<file path="config.mk">
export PLATFORM = sky130hd
export DESIGN_NAME = flash_seq
export DESIGN_NICKNAME = d
export VERILOG_FILES = /design/src/rtl/flash_seq_pkg.sv /design/src/rtl/flash_cmd_decode.sv /design/src/rtl/flash_pulse_timer.sv /design/src/rtl/flash_cell_array.sv /design/src/rtl/flash_seq.sv
export SDC_FILE = /design/constraint.sdc
export NUM_CORES = 2
export LEC_CHECK = 0
export BUFFER_PORTS_ARGS = -buffer_cell sky130_fd_sc_hd__buf_4
export CAP_MARGIN = 20
export CORE_MARGIN = 2
export CORE_UTILIZATION = 46
export DETAILED_ROUTE_END_ITERATION = 8
export PLACE_DENSITY = 0.57
export SETUP_SLACK_MARGIN = 0.5
export SLEW_MARGIN = 15
export SYNTH_ARGS = -nofsm -noshare
export SYNTH_HDL_FRONTEND = slang
export SYNTH_SLANG_ARGS = --single-unit
</file>
<file path="constraint.sdc">
create_clock -name clk -period 5.55 [get_ports clk]
set_input_delay 0.555 -clock clk [delete_from_list [all_inputs] [get_ports clk]]
set_output_delay 0.555 -clock clk [all_outputs]
set_load 0.02 [all_outputs]
</file>
<file path="src/rtl/flash_seq_pkg.sv">
// Shared types and constants for the program/erase sequencer.
// Assumes an 8-bit data path; the command codes are fixed by the host protocol.
package flash_seq_pkg;
    typedef enum logic [2:0] {
        ST_IDLE,
        ST_PGM_PULSE,
        ST_PGM_CHECK,
        ST_PRE_PULSE,
        ST_PRE_CHECK,
        ST_ERS_PULSE,
        ST_ERS_CHECK
    } seq_state_t;

    typedef enum logic [1:0] {
        OP_NONE,
        OP_PGM,
        OP_ERS
    } op_kind_t;

    localparam logic [7:0] CODE_PGM_ARM = 8'h5A;
    localparam logic [7:0] CODE_ERS_ARM = 8'hC3;
    localparam logic [7:0] CODE_ERS_GO  = 8'h3C;
    localparam logic [7:0] BYTE_ERASED  = 8'hFF;
    localparam logic [7:0] BYTE_CLEAR   = 8'h00;
endpackage

</file>
<file path="src/rtl/flash_cmd_decode.sv">
// Command decoder: it tracks the two-write command protocol and raises a
// one-cycle operation request. Assumes the caller gates nothing itself;
// writes made while busy are dropped here and do not change the armed state.
module flash_cmd_decode
    import flash_seq_pkg::*;
(
    input  logic       clk,
    input  logic       rst_n,
    input  logic       wr_en,
    input  logic [7:0] wr_data,
    input  logic       busy,
    output op_kind_t   op_req
);
    op_kind_t armed;
    logic     take;

    assign take = wr_en && !busy;

    // Turn the second write of a sequence into a request.
    always_comb begin
        op_req = OP_NONE;
        if (take) begin
            if (armed == OP_PGM)
                op_req = OP_PGM;
            else if (armed == OP_ERS && wr_data == CODE_ERS_GO)
                op_req = OP_ERS;
        end
    end

    // Arm on a setup code; any following accepted write disarms.
    always_ff @(posedge clk) begin
        if (!rst_n) begin
            armed <= OP_NONE;
        end else if (take) begin
            if (armed != OP_NONE)
                armed <= OP_NONE;
            else if (wr_data == CODE_PGM_ARM)
                armed <= OP_PGM;
            else if (wr_data == CODE_ERS_ARM)
                armed <= OP_ERS;
            else
                armed <= OP_NONE;
        end
    end
endmodule

</file>
<file path="src/rtl/flash_pulse_timer.sv">
// Pulse width timer: a down-counter loaded with width-1; expired is high
// in the last cycle of a pulse. Assumes load and countdown never coincide
// with a need to hold the value.
module flash_pulse_timer #(
    parameter int CNT_W = 7
) (
    input  logic             clk,
    input  logic             rst_n,
    input  logic             load,
    input  logic [CNT_W-1:0] load_val,
    output logic             expired
);
    logic [CNT_W-1:0] cnt;

    assign expired = (cnt == '0);

    // Load on request, otherwise count down to zero and stay there.
    always_ff @(posedge clk) begin
        if (!rst_n)
            cnt <= '0;
        else if (load)
            cnt <= load_val;
        else if (cnt != '0)
            cnt <= cnt - 1'b1;
    end
endmodule

</file>
<file path="src/rtl/flash_cell_array.sv">
// Behavioural byte array standing in for the cell matrix. A program strobe
// ANDs data into one byte (bits can only clear); an erase strobe sets every
// byte to 0xFF. An optional single-bit fault (mode 1 stuck high, mode 2
// stuck low) is applied on every update. Reset loads the erased state.
module flash_cell_array #(
    parameter int ADDR_W     = 8,
    parameter int STUCK_MODE = 0,
    parameter int STUCK_ADDR = 0,
    parameter int STUCK_BIT  = 0
) (
    input  logic              clk,
    input  logic              rst_n,
    input  logic              pgm_en,
    input  logic [ADDR_W-1:0] pgm_addr,
    input  logic [7:0]        pgm_data,
    input  logic              ers_en,
    input  logic [ADDR_W-1:0] host_addr,
    output logic [7:0]        host_q,
    input  logic [ADDR_W-1:0] chk_addr,
    output logic [7:0]        chk_q
);
    localparam int         DEPTH      = 1 << ADDR_W;
    localparam logic [7:0] FAULT_MASK = 8'(1) << STUCK_BIT;

    logic [7:0] mem [DEPTH];

    function automatic logic [7:0] apply_fault(input logic [ADDR_W-1:0] a,
                                               input logic [7:0] v);
        if (STUCK_MODE == 1 && a == ADDR_W'(STUCK_ADDR))
            return v | FAULT_MASK;
        else if (STUCK_MODE == 2 && a == ADDR_W'(STUCK_ADDR))
            return v & ~FAULT_MASK;
        else
            return v;
    endfunction

    assign host_q = mem[host_addr];
    assign chk_q  = mem[chk_addr];

    // Apply reset, erase or program pulses to the stored bytes.
    always_ff @(posedge clk) begin
        if (!rst_n || ers_en) begin
            for (int i = 0; i < DEPTH; i++)
                mem[i] <= apply_fault(ADDR_W'(i), 8'hFF);
        end else if (pgm_en) begin
            mem[pgm_addr] <= apply_fault(pgm_addr, mem[pgm_addr] & pgm_data);
        end
    end
endmodule

</file>
<file path="src/rtl/flash_seq.sv">
// Top of the self-timed sequencer. It accepts requests from the command
// decoder, runs program/verify loops and the pre-program, erase and verify
// phases of a bulk erase, and returns polling status on reads while busy.
// Assumes the array settles within the clock cycle after a strobe ends.
module flash_seq
    import flash_seq_pkg::*;
#(
    parameter int ADDR_W     = 8,
    parameter int PGM_PULSE  = 8,
    parameter int ERS_PULSE  = 64,
    parameter int PGM_TRIES  = 25,
    parameter int ERS_TRIES  = 1000,
    parameter int STUCK_MODE = 0,
    parameter int STUCK_ADDR = 0,
    parameter int STUCK_BIT  = 0
) (
    input  logic              clk,
    input  logic              rst_n,
    input  logic              wr_en,
    input  logic [ADDR_W-1:0] wr_addr,
    input  logic [7:0]        wr_data,
    input  logic [ADDR_W-1:0] rd_addr,
    output logic [7:0]        rd_data,
    output logic              busy,
    output logic              op_fail
);
    localparam int TMR_W = $clog2(((PGM_PULSE > ERS_PULSE) ? PGM_PULSE : ERS_PULSE) + 1);
    localparam int PT_W  = $clog2(PGM_TRIES + 1);
    localparam int ET_W  = $clog2(ERS_TRIES + 1);
    localparam logic [ADDR_W-1:0] LAST_ADDR = {ADDR_W{1'b1}};

    seq_state_t        state, nxt;
    op_kind_t          op_req;
    logic [ADDR_W-1:0] tgt_addr;
    logic [7:0]        tgt_data;
    logic              exp7;
    logic [PT_W-1:0]   ptries;
    logic [ET_W-1:0]   etries;
    logic              fail_q;
    logic              tmr_load, tmr_done;
    logic [TMR_W-1:0]  tmr_val;
    logic              pgm_on, ers_on;
    logic [7:0]        pgm_byte, host_q, chk_q;
    logic              chk_ok, at_last, ptry_last, etry_last, give_up, accept;

    flash_cmd_decode u_dec (
        .clk     (clk),
        .rst_n   (rst_n),
        .wr_en   (wr_en),
        .wr_data (wr_data),
        .busy    (busy),
        .op_req  (op_req)
    );

    flash_pulse_timer #(.CNT_W(TMR_W)) u_tmr (
        .clk      (clk),
        .rst_n    (rst_n),
        .load     (tmr_load),
        .load_val (tmr_val),
        .expired  (tmr_done)
    );

    flash_cell_array #(
        .ADDR_W     (ADDR_W),
        .STUCK_MODE (STUCK_MODE),
        .STUCK_ADDR (STUCK_ADDR),
        .STUCK_BIT  (STUCK_BIT)
    ) u_arr (
        .clk       (clk),
        .rst_n     (rst_n),
        .pgm_en    (pgm_on),
        .pgm_addr  (tgt_addr),
        .pgm_data  (pgm_byte),
        .ers_en    (ers_on),
        .host_addr (rd_addr),
        .host_q    (host_q),
        .chk_addr  (tgt_addr),
        .chk_q     (chk_q)
    );

    assign busy     = (state != ST_IDLE);
    assign op_fail  = fail_q;
    assign accept   = (state == ST_IDLE) && (op_req != OP_NONE);
    assign pgm_on   = (state == ST_PGM_PULSE) || (state == ST_PRE_PULSE);
    assign ers_on   = (state == ST_ERS_PULSE);
    assign pgm_byte = (state == ST_PRE_PULSE) ? BYTE_CLEAR : tgt_data;
    assign rd_data  = busy ? {~exp7, 7'b0} : host_q;

    assign at_last   = (tgt_addr == LAST_ADDR);
    assign ptry_last = (ptries == PT_W'(PGM_TRIES - 1));
    assign etry_last = (etries == ET_W'(ERS_TRIES - 1));

    // Compare the byte under check with what the current phase expects.
    always_comb begin
        case (state)
            ST_PGM_CHECK: chk_ok = (chk_q == tgt_data);
            ST_PRE_CHECK: chk_ok = (chk_q == BYTE_CLEAR);
            ST_ERS_CHECK: chk_ok = (chk_q == BYTE_ERASED);
            default:      chk_ok = 1'b0;
        endcase
    end

    // Next-state selection for the program and erase sequences.
    always_comb begin
        nxt     = state;
        give_up = 1'b0;
        case (state)
            ST_IDLE: begin
                if (op_req == OP_PGM)      nxt = ST_PGM_PULSE;
                else if (op_req == OP_ERS) nxt = ST_PRE_PULSE;
            end
            ST_PGM_PULSE: if (tmr_done) nxt = ST_PGM_CHECK;
            ST_PGM_CHECK: begin
                if (chk_ok)         nxt = ST_IDLE;
                else if (ptry_last) begin nxt = ST_IDLE; give_up = 1'b1; end
                else                nxt = ST_PGM_PULSE;
            end
            ST_PRE_PULSE: if (tmr_done) nxt = ST_PRE_CHECK;
            ST_PRE_CHECK: begin
                if (chk_ok)         nxt = at_last ? ST_ERS_PULSE : ST_PRE_PULSE;
                else if (ptry_last) begin nxt = ST_IDLE; give_up = 1'b1; end
                else                nxt = ST_PRE_PULSE;
            end
            ST_ERS_PULSE: if (tmr_done) nxt = ST_ERS_CHECK;
            ST_ERS_CHECK: begin
                if (chk_ok)         nxt = at_last ? ST_IDLE : ST_ERS_CHECK;
                else if (etry_last) begin nxt = ST_IDLE; give_up = 1'b1; end
                else                nxt = ST_ERS_PULSE;
            end
            default: nxt = ST_IDLE;
        endcase
    end

    // Start the pulse timer whenever a pulse phase is entered.
    always_comb begin
        tmr_load = (nxt != state) &&
                   (nxt == ST_PGM_PULSE || nxt == ST_PRE_PULSE || nxt == ST_ERS_PULSE);
        tmr_val  = (nxt == ST_ERS_PULSE) ? TMR_W'(ERS_PULSE - 1) : TMR_W'(PGM_PULSE - 1);
    end

    // Sequencer registers: state, target, attempt counters and fail flag.
    always_ff @(posedge clk) begin
        if (!rst_n) begin
            state    <= ST_IDLE;
            tgt_addr <= '0;
            tgt_data <= '0;
            exp7     <= 1'b0;
            ptries   <= '0;
            etries   <= '0;
            fail_q   <= 1'b0;
        end else begin
            state <= nxt;
            if (accept) begin
                fail_q <= 1'b0;
                ptries <= '0;
                etries <= '0;
                if (op_req == OP_PGM) begin
                    tgt_addr <= wr_addr;
                    tgt_data <= wr_data;
                    exp7     <= wr_data[7];
                end else begin
                    tgt_addr <= '0;
                    exp7     <= 1'b1;
                end
            end else begin
                if (give_up)
                    fail_q <= 1'b1;
                case (state)
                    ST_PGM_CHECK: if (!chk_ok) ptries <= ptries + 1'b1;
                    ST_PRE_CHECK: begin
                        if (chk_ok) begin
                            ptries   <= '0;
                            tgt_addr <= at_last ? '0 : tgt_addr + 1'b1;
                        end else begin
                            ptries <= ptries + 1'b1;
                        end
                    end
                    ST_ERS_CHECK: begin
                        if (chk_ok) begin
                            if (!at_last) tgt_addr <= tgt_addr + 1'b1;
                        end else begin
                            etries   <= etries + 1'b1;
                            tgt_addr <= '0;
                        end
                    end
                    default: ;
                endcase
            end
        end
    end
endmodule

</file>
==> summary.md <==
• 6.37 ns — data required time at the worst endpoint
• 0 — Fin. Hold Viols
• 0.0433 mm^2 — area of the multi-input gates
• 72300 — number of global-route vias before repair
• 404000 um — Total Routed Length
• 0.67 ns — largest stage delay on the critical path
• 19400 — Filler Cells Inserted
• 0.361 mV — Max rail drop VDD
• 5.86 ns — signal arrival time at the worst endpoint
• 0.129 ns — worst slack at placement
• 0 ns — Setup TNS
• met5 — highest routing layer actually used
• 279 mW/mm^2 — power per unit of standard cell area
• sky130_fd_sc_hd__edfxtp_1 — predominant post-synthesis flop cell
• yes — TritonCTS clock tree
• 114 — maximum number of pins on one net before global-route repair
• 0.574 — sequential-to-total area share from yosys stat
• 34.3 mW — Final Power
• sky130_fd_sc_hd__edfxtp_1 56%, sky130_fd_sc_hd__mux4_2 23%, sky130_fd_sc_hd__nand2_1 7.6% — cell types occupying the most area after synthesis
• 7743 — Net count, final
• sky130_fd_sc_hd__buf_4 — cell mode on critical path
• flip-flop — Critical Path Sink Type
• 2101 — register bit total from synthesis
• 0.07 ns — clock-pin slew on the worst setup and hold paths
• 0 — ys async rst share
• 10600 — dpl cells
• 0.198 GHz — Max Clk Rate
• sky130_fd_sc_hd__clkbuf_16 — library cell used as clock root buffer
• 223 — Num CTS Buffers
• 0 — total congestion overflow
• 2101 — clock net sink count
• 0.241 mm^2 — die area
• 183000 um — length of routed met2 wiring
• 0 — # setup viols final
• 1.22 ns — transition time of the tightest slew-check pin
• finished clean — result of the run
• 0.463 — effective utilization at floorplan
• 6.74 — per-cell via count in the routed design
• 0.0626 mm^2 — area occupied by registers
• 0.272 — ratio of cells with drive above 1 in the final layout
• in2reg — Hold/Removal Path Class
• buf_6 -> nor2_2 -> buf_4 -> o21ai_0 -> o32ai_1 -> mux2i_1 -> a32oi_1 -> buf_4 -> a21oi_1 -> o22ai_1 -> nor4_4 -> buf_12 -> nand2b_1 -> buf_4 -> or4_1 -> a21oi_1 — worst-path cell chain
• 3 — buffer depth of the longest clock path
• 42 — initial antenna violation count
• 11100 — non-filler cells in the finished layout
• 0.123 mm^2 — fin area
• 23 — highest fanout seen on the critical path
• 0.0514 ns — clock tree skew after final layout
• 89 — distinct cell type count after synthesis
• 14.3 um^2 — Mapped Avg Cell Area
• 0.565 — Synth top area share
• 74600 — count of vias placed by the detailed router
• 6 — number of iterations in the first detailed-routing pass
• 0 — total of max-cap violations
• 7640 — Synthesized Nets
• 178 — Cell Rows
• sky130_fd_sc_hd__edfxtp_1 — cell taking the most area after synthesis
• 4 — number of H-tree levels
• 568000 um — first-pass GRT wire length
• 491 um — width of the die
• 0.523 — share of the core filled with cells
• 0.182 — Max transition margin
• 151000 um — Post-Route M1 WL
• 0 — total number of yosys warnings
• 491 um — die height
• 0.333 — GR Util All Layers
• false — setup repair after global routing missed its margin
• 29.0 nW — standby leakage power
• 0.909 — final clock period utilization by the worst path
• reg2reg — CP Class
• 13.0% — synthesis-to-layout area growth
• 0.109 mm^2 — combined area of all synthesized cells
• 36 — count of input and output buffers
• 2198 x sky130_fd_sc_hd__nand2_1, 2048 x sky130_fd_sc_hd__edfxtp_1, 1135 x sky130_fd_sc_hd__mux4_2 — commonest cells in the netlist
• sky130_fd_sc_hd__a32oi_1 — Crit-path slowest cell
• wr_en — worst hold path startpoint
• 36.5 um — wire length per cell after detailed routing
• 285000 um — estimated wirelength of the detail-placed design
• flip-flop — type of origin of the critical path
• 2048 — number of enable flip-flop cells after synthesis
• 0.92 ns — clock latency on the worst-skew pair
• 47900 um — routed wl met3
• 7604 — synthesized instance count
• 0.115 mm^2 — cell area reported after detailed placement
• 0.235 mm^2 — standard cell core area
• 1.02 — placer congestion estimate
• 12200 — First DRT Iteration DRCs
• 0.507 ns — worst-case setup margin in the final layout
• 37 — num ports
• 0 — total DRC errors in the routed layout
• sky130_fd_sc_hd__nand2_1 — most common cell in the synthesized netlist
• 0.0930 ns — worst hold slack
• 0 — post-route ant nets
• 5.04 ns — clock period minus worst slack
• 0 — Final Max Slew Viols
[final cells by class]
cell class / count / share of cell area
repair buffers: 587 / 0.0456
multi-input cells: 4778 / 0.352
diodes: 15 / 0.000305
flip-flops and latches: 2101 / 0.509
inverters: 16 / 0.000508
well taps: 3150 / 0.0320
clock buffers: 268 / 0.0469
clock inverters: 149 / 0.0141
[final timing paths]
kind / cells after the start / slack (ns) / to
setup reg to reg: 16 / 0.51 / etries[8]$_SDFFE_PP0P_
hold / removal: 4 / 0.09 / u_dec.armed[0]$_SDFFE_PN0P_
setup / recovery: 16 / 0.51 / etries[8]$_SDFFE_PP0P_
hold reg to reg: 2 / 0.52 / u_tmr.cnt[6]$_SDFFE_PN0P_
[power breakdown]
part,internal (mW),leakage [nW],total (mW),switching (mW)
Clock,8.92,3.64,15.7,6.74
Sequential,17.4,14.3,17.4,0.0256
Combinational,0.444,11.1,1.28,0.838
Total,26.7,29.0,34.3,7.61
[metal layers]
layer | track usage | up-vias
met4 | 0.154 | 22
met1 | 0.457 | 38700
met2 | 0.500 | 5353
met3 | 0.0850 | 842
met5 | 0 | -
li1 | - | 29600
[worst max-delay path, delay by kind of cell (launching register included)]
kind                   cells  cell delay (ns)
buffers and inverters      5             1.25
flip-flops                 1             0.49
AND/OR/NAND/NOR            4             1.29
AO/OA/AOI/OAI              6             1.73
multiplexers               1             0.16
[cell families after synthesis]
group / Yosys count / synth area share
adders and majority gates: 9 / 0.00103
AOI/OAI and AO/OA: 650 / 0.0375
and+or+nand+nor: 2758 / 0.101
muxes: 1348 / 0.254
xor gates and xnor gates: 13 / 0.00105
buffers and inverters: 725 / 0.0306
DFF: 2101 / 0.574
[cells in the final DEF, fill, tap and decap left out, drive strengths merged, types with 22 or more instances in the layout]
cell / n
bufinv: 32
buf: 584
dfxtp: 53
mux2i: 198
nand3: 53
nand2b: 22
nor2: 311
inv: 26
nor2b: 28
clkinv: 95
nor3: 22
a22oi: 85
o21ai: 287
clkbuf: 268
and2: 23
edfxtp: 2048
o22ai: 54
a21oi: 67
nand2: 2198
mux4: 1135
[state kept, by name, summed over array words and instances (netlist names), named ones only]
register and flops:
u_arr.mem 2048, etries 10, tgt_addr 8, tgt_data 8, u_tmr.cnt 7, ptries 5
state 3, u_dec.armed 2, exp7 1, op_fail 1
[repair_timing]
action | 4_1_cts | 5_1_grt
resized for setup | 11 | 23
pin swaps | 1 | 4
hold endpoints to repair | 2 | 0
hold buffers | 2 | 0
setup endpoints to repair | 34 | 43
gates cloned | 1 | 0
setup buffers | 4 | 5
(Power assumes the default switching activity.)
